<file path="src/rtl/lodg_pkg.sv">
package lodg_pkg;

    // Default geometry of the detector
    parameter int unsigned LODG_NUM_CH     = 48;
    parameter int unsigned LODG_THR_W      = 2;
    parameter int unsigned LODG_SYNC_DEPTH = 2;

    // Per-cycle control carried from the ports into the datapath
    typedef struct packed {
        logic seg_end;
        logic lock_wr;
        logic lock_val;
    } lodg_ctl_t;

    // Lockout setting after a possible line-reset update
    function automatic logic next_lock(input logic cur, input lodg_ctl_t c);
        return c.lock_wr ? c.lock_val : cur;
    endfunction

endpackage

</file>
<file path="src/rtl/lodg_pipe.sv">
module lodg_pipe #(
    parameter int unsigned W     = 48,
    parameter int unsigned DEPTH = 2
) (
    input  logic         clk,
    input  logic         rst,
    input  logic [W-1:0] d,
    output logic [W-1:0] q
);
    logic [W-1:0] stage [DEPTH];

    always_ff @(posedge clk) begin
        if (rst) begin
            for (int k = 0; k < int'(DEPTH); k++) stage[k] <= '0;
        end else begin
            stage[0] <= d;
            for (int k = 1; k < int'(DEPTH); k++) stage[k] <= stage[k-1];
        end
    end

    assign q = stage[DEPTH-1];
endmodule

</file>
<file path="src/rtl/lodg_qualify.sv">
module lodg_qualify
    import lodg_pkg::*;
#(
    parameter int unsigned N = 48
) (
    input  logic         clk,
    input  logic         rst,
    input  logic [N-1:0] cmp_s,
    input  logic [N-1:0] en_s,
    input  lodg_ctl_t    ctl,
    output logic [N-1:0] confirm,
    output logic [N-1:0] snap
);
    logic [N-1:0] hit;
    logic [N-1:0] hit_q;
    logic [N-1:0] live;

    // A sample counts only when the channel was driven in the aligned cycle
    assign hit     = cmp_s & en_s;
    assign confirm = hit & hit_q;

    always_ff @(posedge clk) begin
        if (rst) begin
            hit_q <= '0;
            live  <= '0;
            snap  <= '0;
        end else begin
            hit_q <= hit;
            if (ctl.seg_end) begin
                snap <= live | confirm;
                live <= '0;
            end else begin
                live <= live | confirm;
            end
        end
    end


    snap_hold_chk: assert property (@(posedge clk) disable iff (rst)
        !$past(ctl.seg_end) |-> $stable(snap));


    two_hits_chk: assert property (@(posedge clk) disable iff (rst)
        ((live & ~$past(live)) & ~($past(hit) & $past(hit, 2))) == '0);


    off_chan_chk: assert property (@(posedge clk) disable iff (rst)
        ((live & ~$past(live)) & ~$past(en_s)) == '0);
endmodule

</file>
<file path="src/rtl/lodg_mask.sv">
module lodg_mask
    import lodg_pkg::*;
#(
    parameter int unsigned N = 48
) (
    input  logic         clk,
    input  logic         rst,
    input  lodg_ctl_t    ctl,
    input  logic [N-1:0] confirm,
    output logic [N-1:0] mask
);
    logic lock_on;

    always_ff @(posedge clk) begin
        if (rst) begin
            lock_on <= 1'b0;
            mask    <= '0;
        end else begin
            lock_on <= next_lock(lock_on, ctl);
            if (lock_on) mask <= mask | confirm;
        end
    end


    mask_sticky_chk: assert property (@(posedge clk) disable iff (rst)
        ($past(mask) & ~mask) == '0);


    mask_needs_lock_chk: assert property (@(posedge clk) disable iff (rst)
        (|(mask & ~$past(mask))) |-> $past(lock_on));
endmodule

</file>
<file path="src/rtl/led_open_guard.sv">
module led_open_guard
    import lodg_pkg::*;
#(
    parameter int unsigned NUM_CH     = LODG_NUM_CH,
    parameter int unsigned THR_W      = LODG_THR_W,
    parameter int unsigned SYNC_DEPTH = LODG_SYNC_DEPTH
) (
    input  logic              clk,
    input  logic              rst,
    input  logic [NUM_CH-1:0] pwm_on,
    input  logic [NUM_CH-1:0] cmp_low,
    input  logic [THR_W-1:0]  thr_sel_in,
    input  logic              seg_end,
    input  logic              lock_wr,
    input  logic              lock_val,
    output logic [THR_W-1:0]  thr_sel_out,
    output logic [NUM_CH-1:0] ch_en,
    output logic [NUM_CH-1:0] flag_snap
);
    lodg_ctl_t         ctl;
    logic [NUM_CH-1:0] cmp_s;
    logic [NUM_CH-1:0] en_s;
    logic [NUM_CH-1:0] confirm;
    logic [NUM_CH-1:0] mask;

    assign ctl         = '{seg_end: seg_end, lock_wr: lock_wr, lock_val: lock_val};
    assign thr_sel_out = thr_sel_in;
    assign ch_en       = pwm_on & ~mask;

    // Two-flop synchroniser for the comparator bits
    lodg_pipe #(.W(NUM_CH), .DEPTH(SYNC_DEPTH)) u_cmp_sync (
        .clk(clk), .rst(rst), .d(cmp_low), .q(cmp_s)
    );

    // Matching delay on the effective enable, so that each sample is qualified by its own cycle
    lodg_pipe #(.W(NUM_CH), .DEPTH(SYNC_DEPTH)) u_en_dly (
        .clk(clk), .rst(rst), .d(ch_en), .q(en_s)
    );

    lodg_qualify #(.N(NUM_CH)) u_qual (
        .clk(clk), .rst(rst), .cmp_s(cmp_s), .en_s(en_s), .ctl(ctl),
        .confirm(confirm), .snap(flag_snap)
    );

    lodg_mask #(.N(NUM_CH)) u_mask (
        .clk(clk), .rst(rst), .ctl(ctl), .confirm(confirm), .mask(mask)
    );


    locked_dark_chk: assert property (@(posedge clk) disable iff (rst)
        (|(mask & $past(mask))) |-> ((ch_en & $past(mask)) == '0));
endmodule

</file>
<file path="config.mk">
export PLATFORM = sky130hd
export DESIGN_NAME = led_open_guard
export DESIGN_NICKNAME = d
export VERILOG_FILES = /design/src/rtl/lodg_pkg.sv /design/src/rtl/lodg_pipe.sv /design/src/rtl/lodg_qualify.sv /design/src/rtl/lodg_mask.sv /design/src/rtl/led_open_guard.sv
export SDC_FILE = /design/constraint.sdc
export NUM_CORES = 1
export LEC_CHECK = 0
export ABC_AREA = 1
export BUFFER_PORTS_ARGS = -buffer_cell sky130_fd_sc_hd__buf_4
export CAP_MARGIN = 20
export CORE_UTILIZATION = 55
export CTS_CLUSTER_DIAMETER = 100
export DETAILED_ROUTE_END_ITERATION = 10
export GPL_ROUTABILITY_DRIVEN = 0
export MAX_ROUTING_LAYER = met4
export PLACE_DENSITY = 0.8
export RECOVER_POWER = 50
export REMOVE_ABC_BUFFERS = 1
export SLEW_MARGIN = 25
export SYNTH_ARGS = -nofsm -noshare
export SYNTH_HDL_FRONTEND = slang
export SYNTH_SLANG_ARGS = --single-unit
</file>
<file path="constraint.sdc">
create_clock -name clk -period 1.2 [get_ports clk]
set_input_delay 0.06 -clock clk [delete_from_list [all_inputs] [get_ports clk]]
set_output_delay 0.06 -clock clk [all_outputs]
set_load 0.005 [all_outputs]
</file>
# Yosys cells after proc, flatten, opt, wreduce, memory -nomap -nowiden
# Memories as Yosys holds them, arrays and structs flattened.
# Cells that the tools add are included.
[classes]
n_reduce_logical = 1
mux = 7
bitwise = 10
[ops]
columns = ["cell", "n"]
rows = [
  ["2-to-1 mux 48 bit", 4],
  ["bitwise AND 48 bit", 3],
  ["bitwise OR 48 bit", 2],
  ["inverter 48 bit", 1],
  ["bitwise OR 1 bit", 4],
  ["2-to-1 mux 1 bit", 3],
  ["OR reduction 2 bit", 1],
]
[word_totals]
input_bits = 103
mem_count = 2
ram_bits = 192
reg_bits = 193
output_inout_bits = 98
[mem_list]
columns = ["memory", "words", "width", "read_ports", "rd_ports_with_merged_regs", "write_ports", "line_no", "text"]
rows = [
  ["u_cmp_sync.stage", 2, 48, 2, 0, 2, "lodg_pipe.sv:10", "logic [W-1:0] stage [DEPTH];"],
  ["u_en_dly.stage", 2, 48, 2, 0, 2, "lodg_pipe.sv:10", ""],
]

# Logic depth before layout (Yosys ltp)
# Gate-level depths: netlist of run 1.
[depth]
depth_word = 3
depth_mapped = 6

# By module
# From an unflattened synthesis of run 1, not the netlist that was laid out.
[unflattened]
hier_cells = 1649
area_unflattened_um2 = 13461.7
[by_module_without_submodules]
columns = ["module", "n_inst", "cells_per_inst", "seq_area_each_um2", "area_per_inst_um2"]
rows = [
  ["lodg_pipe", 2, 347, 1921.8, 3174.3],
  ["lodg_qualify", 1, 648, 2882.8, 4962.3],
  ["lodg_mask", 1, 209, 980.9, 1655.3],
  ["led_open_guard", 1, 98, 0.0, 495.5],
]

# Worst setup path before layout of run 1
# Ideal clock, no wire load.
[synth_timing]
path_type = "flip-flop to flip-flop"
startpoint = "register u_mask.lock_on"
endpoint = "register u_mask.mask[39]"
setup_time_ns = 0.070
synth_period_minus_slack_ns = 0.955
n_path_buf = 2
path_slack_ns = 0.245
path_stages_with_launch = 5
arrival_time_ns = 0.885
required_time_ns = 1.130
path_cell_list = "dfxtp_1 > buf_2 > buf_2 > nand4_1 > a21oi_1"
[synth_lines]
columns = ["element", "line_no", "text"]
rows = [
  ["from (decl)", "lodg_mask.sv:12", "logic lock_on;"],
  ["from (signal assigned)", "lodg_mask.sv:19", "lock_on <= next_lock(lock_on, ctl);"],
  ["to (signal assigned)", "lodg_mask.sv:20", "if (lock_on) mask <= mask | confirm;"],
  ["to (decl)", "lodg_mask.sv:10", "output logic [N-1:0] mask"],
]

# Final worst setup path of run 1
[layout_timing]
startpoint = "register u_mask.mask[38]"
endpoint = "output ch_en[38]"
[layout_between]
elab_chain_cells = 2
[layout_rtl]
columns = ["element", "line_no", "text"]
rows = [
  ["inverter 48 bit", "led_open_guard.sv:28", "assign ch_en = pwm_on & ~mask;"],
  ["bitwise AND 48 bit", "led_open_guard.sv:28", ""],
  ["to (decl)", "led_open_guard.sv:17", "output logic [NUM_CH-1:0] ch_en,"],
]
# No other way between the ends.

==> flow_metrics.py, run 1 <==
metrics = {
    "power": {
        "p_per_area_nw_per_um2": 1616,
        "clockPowerShare_pct": 43.9,
        "p_leak_nw": 7.542,
        "swShare_pct": 20.88,
        "p_comb_share_pct": 5.4,
        "p_switching_w": 0.005455,
        "seqPwrFrac_pct": 50.7,
        "p_total_w": 0.02613,
        "ir_drop_uv": 1092,
        "internal-power_w": 0.02067,
    },
    "timing": {
        "fin_crit_sh_pct": 98.29,
        "slew_headroom_pct": 65.66,
        "setup_viol": 0,
        "fin_ws_ps": 20.50,
        "max_freq_ghz": 0.8478,
        "holdWs_ps": 110.7,
        "slew_viol_final": 0,
        "tightestPinTransition_ps": 515.1,
        "fin_crit_ps": 1180,
        "hold_violations": 0,
        "fin_worst_skew_ps": 17.04,
    },
    "yosys": {
        "ys_top_cells_by_count": "385 x dfxtp_1, 290 x inv_1, 242 x nor2_1, 240 x nand2_1, 96 x a21oi_1",
        "synth_warnings": 0,
        "synth-main-ff-cell": "dfxtp_1",
        "yosysTopAreaCellShare_pct": 63.15,
        "yosys.area.top_type": "dfxtp_1",
        "yosysMostFrequentCell": "dfxtp_1",
        "synth.avg_cell_area_um2": 8.394,
        "synth_edf_count": 0,
        "synth-seq-area-share_pct": 63.15,
        "ys_ff_latch": 385,
        "netlist_area_um2": 12200,
        "yosys.cell_types.count": 14,
        "synth-async-reset-ratio_pct": 0,
        "ys_top_cells_by_area": "dfxtp_1 63%, inv_1 8.9%, nor2_1 7.4%",
        "synthCells": 1454,
    },
    "worst_setup_path": {
        "r2r_start": "u_mask.lock_on",
        "crit_slowest_cell": "dfxtp_1",
        "slowest_delay_ps": 330,
        "cp_max_fo": 3,
        "cp.required_ps": 1140,
        "r2r_setup_slack_ps": 140,
        "arrival_ps": 1120,
        "cp-start-kind": "flop",
        "worstPathCellList": "nor2_1 -> buf_4",
        "r2r_cells": 3,
        "cp-end-kind": "output pin",
        "path_class": "flop to output pin",
        "reg2reg_to": "u_mask.mask[4]",
    },
    "floorplan": {
        "boundaryPins": 201,
        "die_h_um": 151.0,
        "num_rows": 54,
        "fp.dieW_um": 151.0,
        "core_um2": 21820,
        "initial_core_util_pct": 55.92,
        "dieArea_um2": 22790,
    },
    "grt": {
        "grt_pass1_wl_um": 42120,
        "grt_max_degree": 53,
        "grt_use_met1_pct": 28.22,
        "grt_util_met2_pct": 41.40,
        "grt-busiest-layer": "met2",
        "antenna_found_initial": 1,
        "grt-ovfl-total": 0,
        "grt.met3_usage_pct": 3.765,
        "grt.total_usage_pct": 23.87,
        "grt_pass1_vias": 9290,
    },
    "worst_hold_path": {
        "holdPathEnd": "u_qual.snap[22]",
        "hp-class": "input port to flop",
        "min_from": "seg_end",
        "holdPathStages": 5,
    },
    "cells_and_area": {
        "final_cells": 2057,
        "drive_gt1_share_pct": 16.05,
        "area_delta_synth_final_pct": 32.48,
        "nets": 1854,
    },
    "clock_network": {
        "clock_latency_ps": 510,
        "clk_pin_slew_ps": 60,
        "cts-root-buf": "clkbuf_16",
        "cts_tree": "built",
        "cts_sinks": 385,
        "cts_buffers": 38,
        "htreeDepth": 2,
        "cts.path.max_buffers": 3,
    },
    "drt": {
        "wl_per_cell_um": 12.90,
        "drc_errors": 0,
        "firstDrtPassIters": 4,
        "ant_nets": 0,
        "drt-vias-per-instance": 4.708,
        "vias": 9684,
        "drtIter0Drc": 391,
        "wirelength_um": 26540,
    },
    "placed_design": {
        "dp_worst_setup_slack_ps": 257.0,
        "place_inst": 1892,
        "dp_hpwl_um": 14930,
        "io_buffer_count": 196,
    },
    "outcome": {
        "status": "completed",
    },
    "run": {
        "drv_cap": 0,
    },
}
## stage by stage
step	instance area (um2)	setup TNS [ps]	utilization, %
after detailed placement	13980	0	64.08
after global routing	16170	-14.14	74.09
after CTS	16210	0	74.26
after floorplan	11880	-67810	-
final	16170	0	74.09
after global placement	13980	0	64.08
## layout make-up
class | instances | area, um2
flip-flops and latches | 385 | 7714
clock buffers | 55 | 1149
repair buffers | 311 | 2671
diodes | 1 | 2.502
clock inverters | 10 | 77.57
multi-input cells | 724 | 3112
inverters | 291 | 1092
fillers | 1480 | 5655
well taps | 280 | 350.3
## flip-flops by register name (all words and copies together) (netlist names)
name              flops
u_cmp_sync.stage     96
u_en_dly.stage       96
u_mask.lock_on        1
u_mask.mask          48
u_qual.hit_q         48
u_qual.live          48
u_qual.snap          48
## power by group through the flow
stage / registers [W] / logic [W] / clock network, W
after global routing: 0.0133 / 0.00155 / 0.0122
after detailed placement: 0.0135 / 0.00113 / 0
after CTS: 0.0132 / 0.00140 / 0.0117
after global placement: 0.0135 / 0.00111 / 0
final: 0.0133 / 0.00141 / 0.0115
after floorplan: 0.0135 / 0.000361 / 0
## cell usage in the layout, fill, tap and decap left out
cell type        n
a211oi_1         1
a21oi_1         96
buf_12           7
buf_2            1
buf_4          198
bufinv_16        1
clkbuf_1         7
clkbuf_16       41
clkbuf_2         1
clkbuf_4         4
clkbuf_8         8
clkinv_2         8
clkinvlp_4       1
dfxtp_1        380
dfxtp_2          5
diode_2          1
dlygate4sd3_1   99
inv_1          291
nand2_1        240
nand3_1         48
nand4_1         48
nor2_1         233
nor2_2           9
nor2_4           1
nor3_1          48
## how the worst max path moves through the flow
stage | from | endpoint | slack, ps | cells after the start
finish | u_mask.mask[38] | ch_en[38] | 20 | 2
detailed placement | rst | u_qual.snap[16] | 260 | 5
floorplan | seg_end | u_qual.live[0] | -610 | 3
global placement | rst | u_en_dly.stage[0][33] | 280 | 4
global route | u_mask.mask[15] | ch_en[15] | -10 | 2
CTS | u_mask.mask[28] | ch_en[28] | 1 | 2
## logic make-up after synthesis
group / share of synthesized area [%]
flip-flops: 63.15
AO/OA/AOI/OAI: 3.998
buffers and inverters: 11.57
AND/OR/NAND/NOR: 21.27
## critical path: cells and delay by family (launching register included)
| kind | cells | cell delay [ps] |
|---|---|---|
| flip-flops | 1 | 330 |
| AND/OR/NAND/NOR | 1 | 150 |
| buffers and inverters | 1 | 130 |
## layer usage
| layer | part of all wire, % | vias to the layer above |
|---|---|---|
| met2 | 50 | 236 |
| met4 | 2.1 | 0 |
| met3 | 4.7 | 45 |
| li1 | - | 4973 |
| met1 | 43 | 4430 |
| met5 | 0 | - |
## timing repair
action | in CTS | in global routing
setup buffers | 0 | 0
hold endpoints to repair | 102 | 0
setup endpoints to repair | 2 | 14
pin swaps | 0 | 7
resized for setup | 2 | 11
hold buffers | 99 | 0
Note: power is estimated with default switching activity, not from simulation.
==> run 2, diff against run 1 <==
--- a/config.mk
+++ b/config.mk
@@ -8,15 +8,16 @@
 export ABC_AREA = 1
 export BUFFER_PORTS_ARGS = -buffer_cell sky130_fd_sc_hd__buf_4
 export CAP_MARGIN = 20
-export CORE_UTILIZATION = 55
+export CORE_UTILIZATION = 56
 export CTS_CLUSTER_DIAMETER = 100
 export DETAILED_ROUTE_END_ITERATION = 10
 export GPL_ROUTABILITY_DRIVEN = 0
 export MAX_ROUTING_LAYER = met4
-export PLACE_DENSITY = 0.8
+export PLACE_DENSITY = 0.81
 export RECOVER_POWER = 50
 export REMOVE_ABC_BUFFERS = 1
 export SLEW_MARGIN = 25
 export SYNTH_ARGS = -nofsm -noshare
 export SYNTH_HDL_FRONTEND = slang
+export SYNTH_HIERARCHICAL = 1
 export SYNTH_SLANG_ARGS = --single-unit
==> run 2 against run 1 <==
  * Non-clock buffer count rose by 9
  * Global-route usage decreased by 0.87 points
  * Sequential cell count stayed put
  * Power up 3.5%
  * Count of clock-buffer cells in the layout rose by 5
  * Setup slack better by 8.9 ps
  * Sequential power about the same
  * Fmax is 0.76% higher
  * Synthesized cell count up 13%
==> flow_metrics.py, run 2 <==
metrics = {
    "yosys": {
        "synth-xor-area-share_pct": 0,
        "synth_edf_count": 0,
        "ys_ff_latch": 385,
        "yosys.area_share.adder_pct": 0,
        "yosys.cell_types.count": 15,
        "netlist_area_um2": 13460,
        "synth.avg_cell_area_um2": 8.164,
        "yosysTopAreaCellShare_pct": 57.25,
        "yosys.area.top_type": "dfxtp_1",
        "synth-async-reset-ratio_pct": 0,
        "ys_top_cells_by_count": "387 x inv_1, 385 x dfxtp_1, 290 x nand2_1, 223 x nor2_1, 104 x buf_4",
        "synthCells": 1649,
        "synth_warnings": 6,
        "synth-main-ff-cell": "dfxtp_1",
        "synth-seq-area-share_pct": 57.25,
        "synth_compound_area_share_pct": 3.848,
        "yosys.area_share.simple_pct": 20.04,
        "synthMuxAreaShare_pct": 0,
        "ys_top_cells_by_area": "dfxtp_1 57%, inv_1 11%, nand2_1 8.1%",
        "yosysMostFrequentCell": "inv_1",
        "synth_top_family_by_area": "simple AND/OR/NAND/NOR gates",
    },
    "floorplan": {
        "num_rows": 56,
        "core_um2": 23540,
        "fp.dieW_um": 157.0,
        "boundaryPins": 201,
        "initial_core_util_pct": 57.18,
        "dieArea_um2": 24660,
        "die_h_um": 157.0,
    },
    "clock_network": {
        "cts_sinks": 385,
        "cts_buffers": 38,
        "clock_latency_ps": 510,
        "clk_pin_slew_ps": 60,
        "htreeDepth": 2,
        "cts_tree": "built",
        "cts-root-buf": "clkbuf_16",
        "cts.path.max_buffers": 3,
    },
    "cells_and_area": {
        "reg_top3": "u_cmp_sync/stage x96, u_en_dly/stage x96",
        "area_delta_synth_final_pct": 24.46,
        "seqCellArea_um2": 7711,
        "drive_gt1_share_pct": 18.70,
        "nets": 1962,
        "fillers": 1712,
        "final_area_um2": 16750,
        "multi_input_area_um2": 3148,
        "final_common_cell": "inv_1",
        "final_cells": 2208,
        "layout_common_cells": "387 x inv_1, 382 x dfxtp_1, 290 x nand2_1, 233 x nor2_1, 207 x buf_4",
    },
    "worst_hold_path": {
        "hp-class": "input port to flop",
    },
    "timing": {
        "fin_crit_sh_pct": 97.55,
        "fin_worst_skew_ps": 11.14,
        "fin_crit_ps": 1171,
        "tightestPinTransition_ps": 875.9,
        "holdWs_ps": 63.30,
        "max_freq_ghz": 0.8543,
        "fin_ws_ps": 29.38,
        "hold_violations": 0,
        "slew_viol_final": 0,
        "setup_viol": 0,
        "slew_headroom_pct": 41.61,
    },
    "power": {
        "ir_drop_uv": 1092,
        "p_per_area_nw_per_um2": 1613,
        "p_leak_nw": 8.436,
        "p_total_w": 0.02703,
    },
    "placed_design": {
        "dpl_cell_area_um2": 14510,
        "dp_worst_setup_slack_ps": 275.8,
        "place_inst": 2033,
        "io_buffer_count": 196,
        "dp_hpwl_um": 15670,
    },
    "worst_setup_path": {
        "arrival_ps": 1110,
        "cp-end-kind": "output pin",
        "cp.required_ps": 1140,
        "cp_max_fo": 2,
        "cp-start-kind": "flop",
        "path_class": "flop to output pin",
    },
    "grt": {
        "grt-ovfl-total": 0,
        "grt_pass1_vias": 9754,
        "antenna_found_initial": 1,
        "grt_max_degree": 55,
        "grt_pass1_wl_um": 44150,
        "grt.total_usage_pct": 23.01,
    },
    "drt": {
        "drtIter0Drc": 432,
        "wl_per_cell_um": 12.75,
        "vias": 9822,
        "firstDrtPassIters": 5,
        "ant_nets": 0,
        "wirelength_um": 28150,
        "drc_errors": 0,
        "drt-vias-per-instance": 4.448,
    },
    "run": {
        "drv_cap": 0,
    },
    "outcome": {
        "status": "completed",
    },
}
-- run 2: timing repair --
| action | CTS | global route |
|---|---|---|
| hold endpoints to repair | 110 | 0 |
| resized for setup | 1 | 4 |
| cloned | 0 | 0 |
| pin swaps | 5 | 23 |
| hold buffers | 100 | 0 |
| setup buffers | 0 | 5 |
| endpoints found under the setup margin | 6 | 24 |
-- run 2: layout make-up --
cell class | count | area share [%]
Timing Repair Buffer | 320 | 16.12
Tap cell | 319 | 2.382
Multi-Input combinational cell | 726 | 18.79
Clock inverter | 9 | 0.7169
Sequential cell | 385 | 46.02
Antenna cell | 1 | 0.01494
Clock buffer | 60 | 7.266
Inverter | 388 | 8.692
-- run 2: power by group --
| part | internal (W) | total, W | switching [W] |
|---|---|---|---|
| logic | 0.000762 | 0.00152 | 0.000759 |
| registers | 0.0131 | 0.0132 | 0.000115 |
| clock network | 0.00761 | 0.0123 | 0.00469 |
-- run 2: worst paths after layout --
kind	start	cells past startpoint	slack (ps)	end
min	seg_end	5	60	u_qual/snap[26]
max reg2reg	u_mask/lock_on	3	280	u_mask/mask[10]
min reg2reg	u_cmp_sync/stage[0][22]	2	400	u_cmp_sync/stage[0][70]
max	u_mask/mask[26]	2	30	ch_en[26]
-- run 2: cells by family after synthesis --
group	count (synthesis)
flip-flops	385
AND/OR/NAND/NOR	630
buffers and inverters	538
AO/OA/AOI/OAI	96
-- run 2: layer usage --
metal | GRT usage [%] | vias to the layer above | share of wire [%]
met5 | - | - | 0
met4 | 7.166 | 0 | 2.4
met3 | 3.910 | 56 | 4.8
met2 | 41.61 | 242 | 51
met1 | 25.78 | 4481 | 41
li1 | - | 5043 | -
-- run 2: metrics by stage --
| stage | TNS, ps | util [%] |
|---|---|---|
| floorplan | -67600 | - |
| global placement | 0 | 61.65 |
| detailed placement | 0 | 61.65 |
| CTS | 0 | 71.60 |
| global route | -55.17 | 71.17 |
| finish | 0 | 71.17 |
-- run 2: worst max-delay path, cell delays in order (launching register included) --
cell and delay [ps]:
dfxtp_2 340, nor2_2 140, buf_4 130
